[src/rtl/fault_mgr_pkg.sv]
// fault_mgr_pkg: types shared by the fault manager.
// Assumes: exactly two thermal flags, in the order warning then shutdown.
package fault_mgr_pkg;
    typedef enum logic [0:0] {
        THERM_WARN = 1'b0,
        THERM_SHUT = 1'b1
    } therm_sel_e;

    localparam int unsigned THERM_COUNT = 2;
endpackage

[src/rtl/thermal_hyst.sv]
// thermal_hyst: a registered comparator with hysteresis on a temperature code.
// The flag sets when the temperature is above ON_ABOVE, clears when it is
// below OFF_BELOW, and holds in between.
// Assumes: OFF_BELOW < ON_ABOVE and both fit in TEMP_W bits.
module thermal_hyst #(
    parameter int unsigned TEMP_W    = 8,
    parameter int unsigned ON_ABOVE  = 135,
    parameter int unsigned OFF_BELOW = 120
) (
    input  logic              clk,
    input  logic              rst_n,
    input  logic [TEMP_W-1:0] temp_c,
    output logic              flag
);
    localparam logic [TEMP_W-1:0] ON_CODE  = ON_ABOVE[TEMP_W-1:0];
    localparam logic [TEMP_W-1:0] OFF_CODE = OFF_BELOW[TEMP_W-1:0];

    logic above_on;
    logic below_off;

    // Compare the sampled code against both thresholds.
    always_comb begin
        above_on  = (temp_c > ON_CODE);
        below_off = (temp_c < OFF_CODE);
    end

    // Hysteresis register: set above, clear below, hold in the band.
    always_ff @(posedge clk) begin
        if (!rst_n)          flag <= 1'b0;
        else if (above_on)   flag <= 1'b1;
        else if (below_off)  flag <= 1'b0;
    end

    // R1 for the warning instance, R2 for the shutdown instance.
    a_r1_set_above: assert property (@(posedge clk) disable iff (!rst_n)
        (temp_c > ON_CODE) |=> flag);

    a_r3_release_below: assert property (@(posedge clk) disable iff (!rst_n)
        (temp_c < OFF_CODE) |=> !flag);

    a_r4_hold_in_band: assert property (@(posedge clk) disable iff (!rst_n)
        (temp_c >= OFF_CODE && temp_c <= ON_CODE) |=> $stable(flag));
endmodule

[src/rtl/oc_latch.sv]
// oc_latch: a sticky overcurrent fault.
// It sets on a sampled detect and clears on reset or when a mute that was
// high at the previous edge is sampled low. The clear wins over the set.
// Assumes: mute_req is synchronous to clk.
module oc_latch (
    input  logic clk,
    input  logic rst_n,
    input  logic oc_detect,
    input  logic mute_req,
    output logic latched
);
    logic mute_q;
    logic mute_release;

    // Find the clock edge at which a held mute is dropped.
    always_comb mute_release = mute_q & ~mute_req;

    // Remember the mute level seen at the previous edge.
    always_ff @(posedge clk) begin
        if (!rst_n) mute_q <= 1'b0;
        else        mute_q <= mute_req;
    end

    // Fault latch: the release clears it, a detect sets it, otherwise it holds.
    always_ff @(posedge clk) begin
        if (!rst_n)            latched <= 1'b0;
        else if (mute_release) latched <= 1'b0;
        else if (oc_detect)    latched <= 1'b1;
    end

    a_r5_set_on_detect: assert property (@(posedge clk) disable iff (!rst_n)
        (oc_detect && !(mute_q && !mute_req)) |=> latched);

    a_r6_sticky: assert property (@(posedge clk) disable iff (!rst_n)
        (latched && !(mute_q && !mute_req)) |=> latched);

    a_r7_release_clears: assert property (@(posedge clk) disable iff (!rst_n)
        (mute_q && !mute_req) |=> !latched);

    a_r8_reset_after_release: assert property (@(posedge clk) disable iff (!rst_n)
        (mute_q && !mute_req && oc_detect) ##1 oc_detect |=> latched);
endmodule

[src/rtl/fault_mgr.sv]
// fault_mgr: combines two thermal flags and a sticky overcurrent fault into
// active-low fault pins and one output-disable line for the gate controller.
// Assumes: the temperature code and the sensor flags are synchronous to clk.
// out_disable is an OR of registered faults and the mute request, so a mute
// request takes effect in the same cycle.
module fault_mgr #(
    parameter int unsigned TEMP_W      = 8,
    parameter int unsigned WARN_ABOVE  = 135,
    parameter int unsigned SHUT_ABOVE  = 150,
    parameter int unsigned CLEAR_BELOW = 120
) (
    input  logic              clk,
    input  logic              rst_n,
    input  logic [TEMP_W-1:0] temp_c,
    input  logic              oc_detect,
    input  logic              mute_req,
    output logic              therm_warn_n,
    output logic              therm_shut_n,
    output logic              oc_err_n,
    output logic              out_disable
);
    import fault_mgr_pkg::*;

    logic [THERM_COUNT-1:0] therm_flag;
    logic                   oc_flag;

    // One hysteresis comparator per thermal flag, each with its own threshold.
    for (genvar gi = 0; gi < THERM_COUNT; gi++) begin : g_therm
        localparam int unsigned ON_TH = (gi == int'(THERM_SHUT)) ? SHUT_ABOVE : WARN_ABOVE;
        thermal_hyst #(
            .TEMP_W   (TEMP_W),
            .ON_ABOVE (ON_TH),
            .OFF_BELOW(CLEAR_BELOW)
        ) u_hyst (
            .clk   (clk),
            .rst_n (rst_n),
            .temp_c(temp_c),
            .flag  (therm_flag[gi])
        );
    end

    oc_latch u_oc (
        .clk      (clk),
        .rst_n    (rst_n),
        .oc_detect(oc_detect),
        .mute_req (mute_req),
        .latched  (oc_flag)
    );

    // Drive the active-low pins from the flags and combine the disable sources.
    always_comb begin
        therm_warn_n = ~therm_flag[THERM_WARN];
        therm_shut_n = ~therm_flag[THERM_SHUT];
        oc_err_n     = ~oc_flag;
        out_disable  = therm_flag[THERM_SHUT] | oc_flag | mute_req;
    end

    a_r2_shut_implies_warn: assert property (@(posedge clk) disable iff (!rst_n)
        !therm_shut_n |-> !therm_warn_n);

    a_r2_shut_disables: assert property (@(posedge clk) disable iff (!rst_n)
        !therm_shut_n |-> out_disable);

    a_r9_mute_disables: assert property (@(posedge clk) disable iff (!rst_n)
        mute_req |-> out_disable);

    a_r5_detect_disables: assert property (@(posedge clk) disable iff (!rst_n)
        (oc_detect && mute_req) |=> out_disable);
endmodule

[config.mk]
export PLATFORM = sky130hd
export DESIGN_NAME = fault_mgr
export DESIGN_NICKNAME = d
export VERILOG_FILES = /design/src/rtl/fault_mgr_pkg.sv /design/src/rtl/thermal_hyst.sv /design/src/rtl/oc_latch.sv /design/src/rtl/fault_mgr.sv
export SDC_FILE = /design/constraint.sdc
export NUM_CORES = 1
export LEC_CHECK = 0
export BUFFER_PORTS_ARGS = -buffer_cell sky130_fd_sc_hd__buf_2
export CAP_MARGIN = 15
export CORE_AREA = 2 2 39 41
export CTS_BUF_LIST = sky130_fd_sc_hd__clkbuf_4
export DETAILED_ROUTE_END_ITERATION = 8
export DIE_AREA = 0 0 41 43
export HOLD_SLACK_MARGIN = 0.03
export PLACE_DENSITY = 0.39
export SKIP_LAST_GASP = 1
export SYNTH_ARGS = -nofsm -noshare
export SYNTH_HDL_FRONTEND = slang
export SYNTH_SLANG_ARGS = --single-unit
[constraint.sdc]
create_clock -name clk -period 0.8 [get_ports clk]
set_input_delay 0.08 -clock clk [delete_from_list [all_inputs] [get_ports clk]]
set_output_delay 0.08 -clock clk [all_outputs]
set_load 0.01 [all_outputs]
==> results.md, run 1 <==
* Max-cap violations at 0
* Leading area contributor after synthesis: dfxtp_1
* Synthesized area at 180 um2
* Fin util at 0.241
* Post-route setup slack at -0.0661 ns
* CP startpoint kind: flip-flop
* Initial drt markers at 3
* Fmax at 1150 MHz
* Max Used Layer: met3
* Leakage at 0.159 nW
* CTS tree: yes
* Initial Util at 0.130
* Vias at 213
* Final GP Congestion at 0.606
* WL met2 at 297 um
* Vias in the first global route at 219
* WL final at 490 um
* Die area at 0.00176 mm2
* CP required at 0.72 ns
* I/O Buffers at 15
* FP Rows at 14
* Syn. warnings at 0
* RSZ-0062 raised after global routing: yes
* Total CTS buffers at 3
* Mean Syn Cell Area at 9.01 um2
* DPL Wire Length at 416 um
* Die height at 43 um
* Area Overhead vs Synth at 84.7%
* Final hold vios at 0
* First-pass GRT wire length at 821 um
* Clock transition at path regs at 0.04 ns
* Layout Skew at 0.00881 ns
* Top-area cell type share of the netlist area at 0.444
* Register area share after synthesis at 0.444
* Commonest cells in the netlist: 5 x inv_1, 4 x dfxtp_1
* H-tree depth at 1
* Post-route ant nets at 0
* Sequential cell area at 81.3 um2
* Period Utilization, post-route at 1.08
* Measured slew at the worst slew-check pin at 0.264 ns
* Slew Viols, Final at 0
* Iteration count of the initial detailed-routing pass at 3
* Share of cells above drive strength 1 at 0.634
* WL met1 at 185 um
* Met3 wire len at 6 um
* Clk sinks at 4
* Routed vias/inst at 3.74
* Kind of critical path: reg2out
* Congestion Overflow GR at 0
* Number of synthesized flops with an enable pin at 0
* Mapped Cells at 20
* Die width at 41 um
* Peak supply drop at 0.000819 V
* Layout Nets at 55
* Max clock buf depth at 2
* Largest net degree at the start of global routing at 5
* FF-to-FF path depth at 3
* Largest cells by area after synthesis: dfxtp_1 44%, inv_1 10%, a41oi_2 9.0%
* Top FF cell, synth: dfxtp_1
* Post-CTS Hold Fix Bufs at 0
* Ant. Diodes at 0
* Crit end category: output port
* Clk root buf: clkbuf_4
* Worst Path Max Fanout at 3
* Synth Net Count at 32
* Critical Path AT at 0.79 ns
* Distinct cells, synth at 13
* Failing checks: setup timing
* Core Region at 0.00138 mm2
* Most common cell in the netlist: inv_1
* Synth async-reset ratio at 0
* Initial antenna violation count at 0
* Setup violations, final at 4
* Tot GR Track Use at 0.0763
* WL/cell at 8.60 um
* IO Count at 16
* Final Critical Period at 0.866 ns
* Number of synthesized register bits at 4
* Outcome: complete, but fails checks
* DRC at 0
* Worst hold path depth at 3
* Slew HR at 0.822
* Multi-input gate area at 86.3 um2
* Worst skew pair latency at 0.24 ns
* WHS at 0.109 ns
* Worst min path class: in2reg
* Fillers at 163
* Pwr per Cell Area at 1760 mW/mm2
[per-layer routing]
metal | vias to the layer above | GRT usage
met5 | - | 0
met4 | 0 | 0.0800
met3 | 0 | 0.0471
met2 | 1 | 0.103
met1 | 95 | 0.0707
li1 | 117 | -
[kinds of logic after synthesis]
kind of cell / after synthesis / share of synthesized area
AO/OA/AOI/OAI: 8 / 0.382
buffers and inverters: 5 / 0.104
flip-flops: 4 / 0.444
AND/OR/NAND/NOR: 3 / 0.0694
[through the flow]
| step | worst slack, ns | TNS, ns | power [W] | area [um2] | cells |
|---|---|---|---|---|---|
| final | -0.0661 | -0.0699 | 0.000587 | 333 | 57 |
| after global routing | -0.106 | -0.237 | 0.000623 | 333 | 57 |
| after CTS | -0.0766 | -0.104 | 0.000598 | 325 | 56 |
| after detailed placement | -0.0792 | -0.0867 | 0.000324 | 290 | 53 |
| after global placement | -0.0707 | -0.104 | 0.000324 | 290 | 53 |
| after floorplan | 0.0872 | 0 | 0.000260 | 180 | 20 |
[where the power goes]
part           switching [W]  internal [W]  total [W]
logic              0.0000533     0.0000620   0.000115
registers         0.00000527      0.000215   0.000220
clock network      0.0000838      0.000168   0.000252
[repair_timing]
action | CTS | global route
pin swaps | 0 | 1
endpoints found under the hold margin | 0 | 0
buffers inserted | 0 | 1
gates resized for setup | 5 | 0
setup endpoints to repair | 3 | 4
[path summary, 6_finish.rpt]
check                    startpoint                endpoint  slack (ns)
max          g_therm[1].u_hyst.flag             out_disable       -0.07
min                           rst_n            u_oc.latched        0.11
max reg2reg  g_therm[1].u_hyst.flag  g_therm[1].u_hyst.flag           0
min reg2reg             u_oc.mute_q            u_oc.latched        0.40
[cells in the final DEF, fill, tap and decap left out, types with 2 or more instances in the layout]
cell type  instances
inv_1              3
inv_2              2
buf_4              3
dfxtp_1            3
buf_2             14
clkbuf_4           3
[worst max-delay path, stage by stage (launching register included)]
cell and delay [ns]:
dfxtp_1 0.30, inv_2 0.06, nand3_2 0.07, buf_6 0.12
[state kept, by name, indices dropped and copies added (netlist names)]
name / cells
g_therm.u_hyst.flag: 2
u_oc.latched: 1
u_oc.mute_q: 1
[area by class of cell]
cell class,instances,share of cell area
inverters,5,0.0564
well taps,16,0.0602
clock buffers,3,0.0677
repair buffers,18,0.312
flip-flops and latches,4,0.244
multi-input cells,11,0.259
Power figures use the tool's default switching activity.
==> run 2: changes to the inputs <==
==> constraint.sdc (replaced) <==
create_clock -name clk -period 0.99 [get_ports clk]
set_input_delay 0.099 -clock clk [delete_from_list [all_inputs] [get_ports clk]]
set_output_delay 0.099 -clock clk [all_outputs]
set_load 0.01 [all_outputs]
==> run 2 against run 1 <==
Net effect: the run now ends clean; first-iteration DRC count is 130% higher; combinational power down 34%; via count decreased by 3.3%; worst setup slack gained 0.16 ns; total power fell by 23%.
==> results.md, run 2 (synthesized netlist as in run 1, its figures left out) <==
* Max stage delay on crit path at 0.29 ns (about the same)
* Clk network pwr share at 0.441 (+0.012)
* Final Critical Period at 0.900 ns
* Worst min path class: in2reg
* DPL Wire Length at 395 um (-5.1%)
* Biggest regs: g_therm.u_hyst.flag x2, u_oc.latched x1, u_oc.mute_q x1
* Slew Viols, Final at 0 (unchanged)
* CP required at 0.89 ns (+0.17 ns)
* Measured slew at the worst slew-check pin at 0.280 ns (+0.0157 ns)
* Worst Path Max Fanout at 3 (unchanged)
* First-pass GRT wire length at 848 um (+3.3%)
* Max reg flops at 2 (unchanged)
* Share of cells above drive strength 1 at 0.500 (-0.134)
* Sw Pwr at 0.000105 W (-26%)
* Slowest CP cell: dfxtp_1
* Critical Path AT at 0.80 ns (about the same)
* WHS at 0.112 ns (+0.00353 ns)
* Reg power frac at 0.391 (+0.016)
* FP Rows at 14 (unchanged)
* Pint at 0.000345 W (-22%)
* Iteration count of the initial detailed-routing pass at 4 (+1)
* CTS tree: yes
* Max clock buf depth at 2 (unchanged)
* Initial antenna violation count at 0 (unchanged)
* Setup violations, final at 0 (-4)
* Post-CTS Setup Bufs at 0 (unchanged)
* Vias at 206 (-3.3%)
* Final GP Congestion at 0.625 (+3.0%)
* Final hold vios at 0 (unchanged)
* Congestion Overflow GR at 0 (unchanged)
* WL/cell at 8.26 um (-3.9%)
* RSZ-0062 raised after global routing: no
* Outcome: finished, final reports clean
* Largest net degree at the start of global routing at 5 (unchanged)
* Fmax at 1110 MHz
* Ant. Diodes at 0 (unchanged)
* Commonest non-fill, non-tap cell in the layout: buf_2
* Pwr per Cell Area at 1510 mW/mm2 (-14%)
* Initial Util at 0.130 (unchanged)
* Peak supply drop at 0.000699 V (-15%)
* Leakage at 0.140 nW (-12%)
* Layout Nets at 52 (-5.5%)
* Initial drt markers at 7 (+4)
* Most flop-heavy register: g_therm.u_hyst.flag
* Die height at 43 um (unchanged)
* Post-CTS Hold Fix Bufs at 0 (unchanged)
* CP Buf/Inv Count at 2 (unchanged)
* Most frequent cells in the layout: 15 x buf_2, 5 x inv_1, 4 x dfxtp_1
* CP startpoint kind: flip-flop
* WL final at 446 um (-9.0%)
* IO Count at 16 (unchanged)
* Slew HR at 0.811 (-0.0106)
* Area Overhead vs Synth at 65.3%
* Routed vias/inst at 3.81 (+2.1%)
* DRC at 0 (unchanged)
* Die area at 0.00176 mm2 (unchanged)
* Clock transition at path regs at 0.04 ns (about the same)
* Max-cap violations at 0 (unchanged)
* I/O Buffers at 15 (unchanged)
* Proportion of power drawn by combinational gates at 0.168 (-0.028)
* Core Region at 0.00138 mm2 (unchanged)
* Tot GR Track Use at 0.0773 (+0.00100)
* Total CTS buffers at 3 (unchanged)
* Worst skew pair latency at 0.23 ns (about the same)
* Vias in the first global route at 235 (+7.3%)
* Clk root buf: clkbuf_4
* Fin Setup TNS at 0 ns (+0.0699 ns)
* Crit-path cells: inv_1, nand3_1, buf_2
* Die width at 41 um (unchanged)
* H-tree depth at 1 (unchanged)
* Period Utilization, post-route at 0.909
* Crit end category: output port
* Clk sinks at 4 (unchanged)
* Fillers at 153 (-6.1%)
* Kind of critical path: reg2out
* Fin util at 0.215 (-0.0253)
* Switching part of the total at 0.234 (-0.00880)
* CTS resizes at 0 (-5)
* Post-route ant nets at 0 (unchanged)
* Delay-heaviest family, CP: flip-flops
* Layout Skew at 0.00477 ns (-0.00403 ns)
[run 2: changes by cell type in the layout (fill, tap and decap cells not counted), sizes merged]
cell	delta
buf	-3
[run 2: stage by stage]
stage | setup slack, ns | instances | area (um2) | power (W)
global route | 0.0163 | 54 | 298 | 0.000493
finish | 0.0897 | 54 | 298 | 0.000450
detailed placement | 0.0938 | 51 | 275 | 0.000255
CTS | 0.0683 | 54 | 298 | 0.000465
global placement | 0.113 | 51 | 275 | 0.000256
floorplan | 0.258 | 20 | 180 | 0.000210
[run 2: path summary, 6_finish.rpt]
path | startpoint | endpoint | slack, ns | cells after the start
worst max-delay path | g_therm[1].u_hyst.flag | out_disable | 0.09 | 3
worst min-delay path | mute_req | u_oc.mute_q | 0.11 | 3
worst max register to register | g_therm[1].u_hyst.flag | g_therm[1].u_hyst.flag | 0.30 | 2
worst min register to register | u_oc.mute_q | u_oc.latched | 0.42 | 1
[run 2: power groups by stage]
stage          Combinational (W)  Sequential, W  Clock [W]
6_report               0.0000757       0.000176   0.000198
2_1_floorplan          0.0000325       0.000178          0
5_1_grt                0.0000881       0.000177   0.000227
4_1_cts                0.0000770       0.000176   0.000212
3_5_place_dp           0.0000769       0.000179          0
3_3_place_gp           0.0000773       0.000178          0
[run 2: final cells by class]
| cell class | count | area (um2) | share of cell area |
|---|---|---|---|
| inverters | 5 | 18.8 | 0.0630 |
| flip-flops and latches | 4 | 80.1 | 0.269 |
| repair buffers | 15 | 75.1 | 0.252 |
| clock buffers | 3 | 22.5 | 0.0756 |
| well taps | 16 | 20.0 | 0.0672 |
| multi-input cells | 11 | 81.3 | 0.273 |
[run 2: worst min-delay path, cell delays in order]
cell and delay, ns:
buf_2 0.07, inv_1 0.05, nor2_1 0.09
[run 2: per-layer routing]
metal	GRT usage	wire length (um)	vias to the layer above
met4	0.0600	0	0
met1	0.0675	159	94
li1	-	-	111
met2	0.119	281	1
met3	0.0471	6	0
met5	0	0	-
==> run 3: changes to the inputs <==
--- a/config.mk
+++ b/config.mk
@@ -12,7 +12,7 @@
 export DETAILED_ROUTE_END_ITERATION = 8
 export DIE_AREA = 0 0 41 43
 export HOLD_SLACK_MARGIN = 0.03
-export PLACE_DENSITY = 0.39
+export PLACE_DENSITY_LB_ADDON = 0.15
 export SKIP_LAST_GASP = 1
 export SYNTH_ARGS = -nofsm -noshare
 export SYNTH_HDL_FRONTEND = slang
==> run 3 against run 2 <==
Net effect: combinational power down 0.8%; non-clock buffer count unchanged; flip-flop and latch count unchanged; largest power group unchanged; first-iteration DRC count shrank 86%.
==> results.md, run 3 (synthesized netlist as in run 1, its figures left out) <==
* Leakage at 0.140 nW (unchanged)
* WL/cell at 8.65 um (+4.7%)
* Max-cap violations at 0 (unchanged)
* Measured slew at the worst slew-check pin at 0.284 ns (+0.00421 ns)
* Largest net degree at the start of global routing at 5 (unchanged)
* FP Rows at 14 (unchanged)
* FF-to-FF path depth at 2 (unchanged)
* Outcome: finished, final reports clean
* Die height at 43 um (unchanged)
* Share of cells above drive strength 1 at 0.500 (unchanged)
* Most flop-heavy register: g_therm.u_hyst.flag
* First-pass GRT wire length at 765 um (-9.8%)
* CTS tree: yes
* Crit-path cells: inv_1, nand3_1, buf_2
* Final hold vios at 0 (unchanged)
* Max clock buf depth at 2 (unchanged)
* Period Utilization, post-route at 0.905 (-0.00418)
* DRC at 0 (unchanged)
* Fin Setup TNS at 0 ns (unchanged)
* I/O Buffers at 15 (unchanged)
* Peak supply drop at 0.000658 V (-5.9%)
* Met3 Use GR at 0.0628 (+0.0157)
* DP Worst Slack at 0.112 ns (+0.0182 ns)
* Commonest non-fill, non-tap cell in the layout: buf_2
* Worst Path Max Fanout at 3 (unchanged)
* Final Critical Period at 0.896 ns (-0.00414 ns)
* Biggest regs: g_therm.u_hyst.flag x2, u_oc.latched x1, u_oc.mute_q x1
* Most frequent cells in the layout: 15 x buf_2, 5 x inv_1, 4 x dfxtp_1
* Clock transition at path regs at 0.04 ns (about the same)
* Met1 Resource Use GR at 0.0643 (-0.00322)
* Gr busiest metal: met2
* Initial Util at 0.130 (unchanged)
* Ant. Diodes at 0 (unchanged)
* Design Power at 0.000452 W (+0.51%)
* H-tree depth at 1 (unchanged)
* Slowest CP cell: dfxtp_1
* Max stage delay on crit path at 0.29 ns (about the same)
* WL final at 467 um (+4.7%)
* Congestion Overflow GR at 0 (unchanged)
* Post-CTS Setup Bufs at 0 (unchanged)
* Post-route setup slack at 0.0939 ns (+0.00414 ns)
* Fmax at 1120 MHz (+0.46%)
* Crit end category: output port
* Worst skew pair latency at 0.23 ns (about the same)
* CP startpoint kind: flip-flop
* Vias at 218 (+5.8%)
* Vias in the first global route at 223 (-5.1%)
* GRT met2 Usage at 0.0969 (-0.0219)
* CTS resizes at 0 (unchanged)
* Die area at 0.00176 mm2 (unchanged)
* Slew Viols, Final at 0 (unchanged)
* Critical Path AT at 0.80 ns (about the same)
* Clk sinks at 4 (unchanged)
* Clk root buf: clkbuf_4
* Layout Nets at 52 (unchanged)
* Slew HR at 0.808 (-0.00284)
* Core Region at 0.00138 mm2 (unchanged)
* Setup violations, final at 0 (unchanged)
* Iteration count of the initial detailed-routing pass at 4 (unchanged)
* IO Count at 16 (unchanged)
* Max reg flops at 2 (unchanged)
* RSZ-0062 raised after global routing: no
* Pwr per Cell Area at 1520 mW/mm2 (+0.51%)
* Worst hold path depth at 3 (unchanged)
* CP required at 0.89 ns (about the same)
* Initial drt markers at 1 (-6)
* Critical Path Stages at 3 (unchanged)
* Post-route ant nets at 0 (unchanged)
* Initial antenna violation count at 0 (unchanged)
* Layout Skew at 0.000310 ns (-0.00446 ns)
* Area Overhead vs Synth at 65.3% (unchanged)
* Total CTS buffers at 3 (unchanged)
* Die width at 41 um (unchanged)
* Final GP Congestion at 0.704 (+13%)
* Worst min path class: in2reg
* Routed vias/inst at 4.04 (+5.8%)
* Delay-heaviest family, CP: flip-flops
* Kind of critical path: reg2out
* Tot GR Track Use at 0.0683 (-0.00904)
* CP Buf/Inv Count at 2 (unchanged)
* Post-CTS Hold Fix Bufs at 0 (unchanged)
run 3: metal layers:
layer / part of all wire / vias up
li1: - / 111
met3: 0.088 / 0
met2: 0.53 / 7
met5: 0 / -
met1: 0.38 / 100
met4: 0 / 0
run 3: path summary, 6_finish.rpt:
path,startpoint,slack (ns),end
worst min-delay path,mute_req,0.12,u_oc.mute_q
worst min register to register,u_oc.mute_q,0.40,u_oc.latched
worst max register to register,g_therm[1].u_hyst.flag,0.30,g_therm[1].u_hyst.flag
worst max-delay path,g_therm[1].u_hyst.flag,0.09,out_disable
run 3: area by class of cell:
| class | instances | area, um2 |
|---|---|---|
| fillers | 169 | 1090 |
| multi-input cells | 11 | 81.3 |
| flip-flops and latches | 4 | 80.1 |
| repair buffers | 15 | 75.1 |
| clock buffers | 3 | 22.5 |
| well taps | 16 | 20.0 |
| inverters | 5 | 18.8 |
run 3: through the flow:
step | hold WS [ns] | utilization | instances | area [um2]
floorplan | 0.235 | - | 20 | 180
global placement | 0.361 | 0.199 | 51 | 275
detailed placement | 0.364 | 0.199 | 51 | 275
CTS | 0.120 | 0.215 | 54 | 298
global route | 0.131 | 0.215 | 54 | 298
finish | 0.116 | 0.215 | 54 | 298
run 3: report_power, final:
part	total [W]	internal (W)	leakage, nW	switching [W]
combinational	0.0000751	0.0000364	0.0932	0.0000387
sequential	0.000176	0.000173	0.0333	0.00000288
clock	0.000201	0.000136	0.0138	0.0000657
total	0.000452	0.000345	0.140	0.000107
run 3: tightest hold or removal path, delay by kind of cell:
kind	cells	cell delay, ns
buffers and inverters	2	0.12
and+or+nand+nor	1	0.09
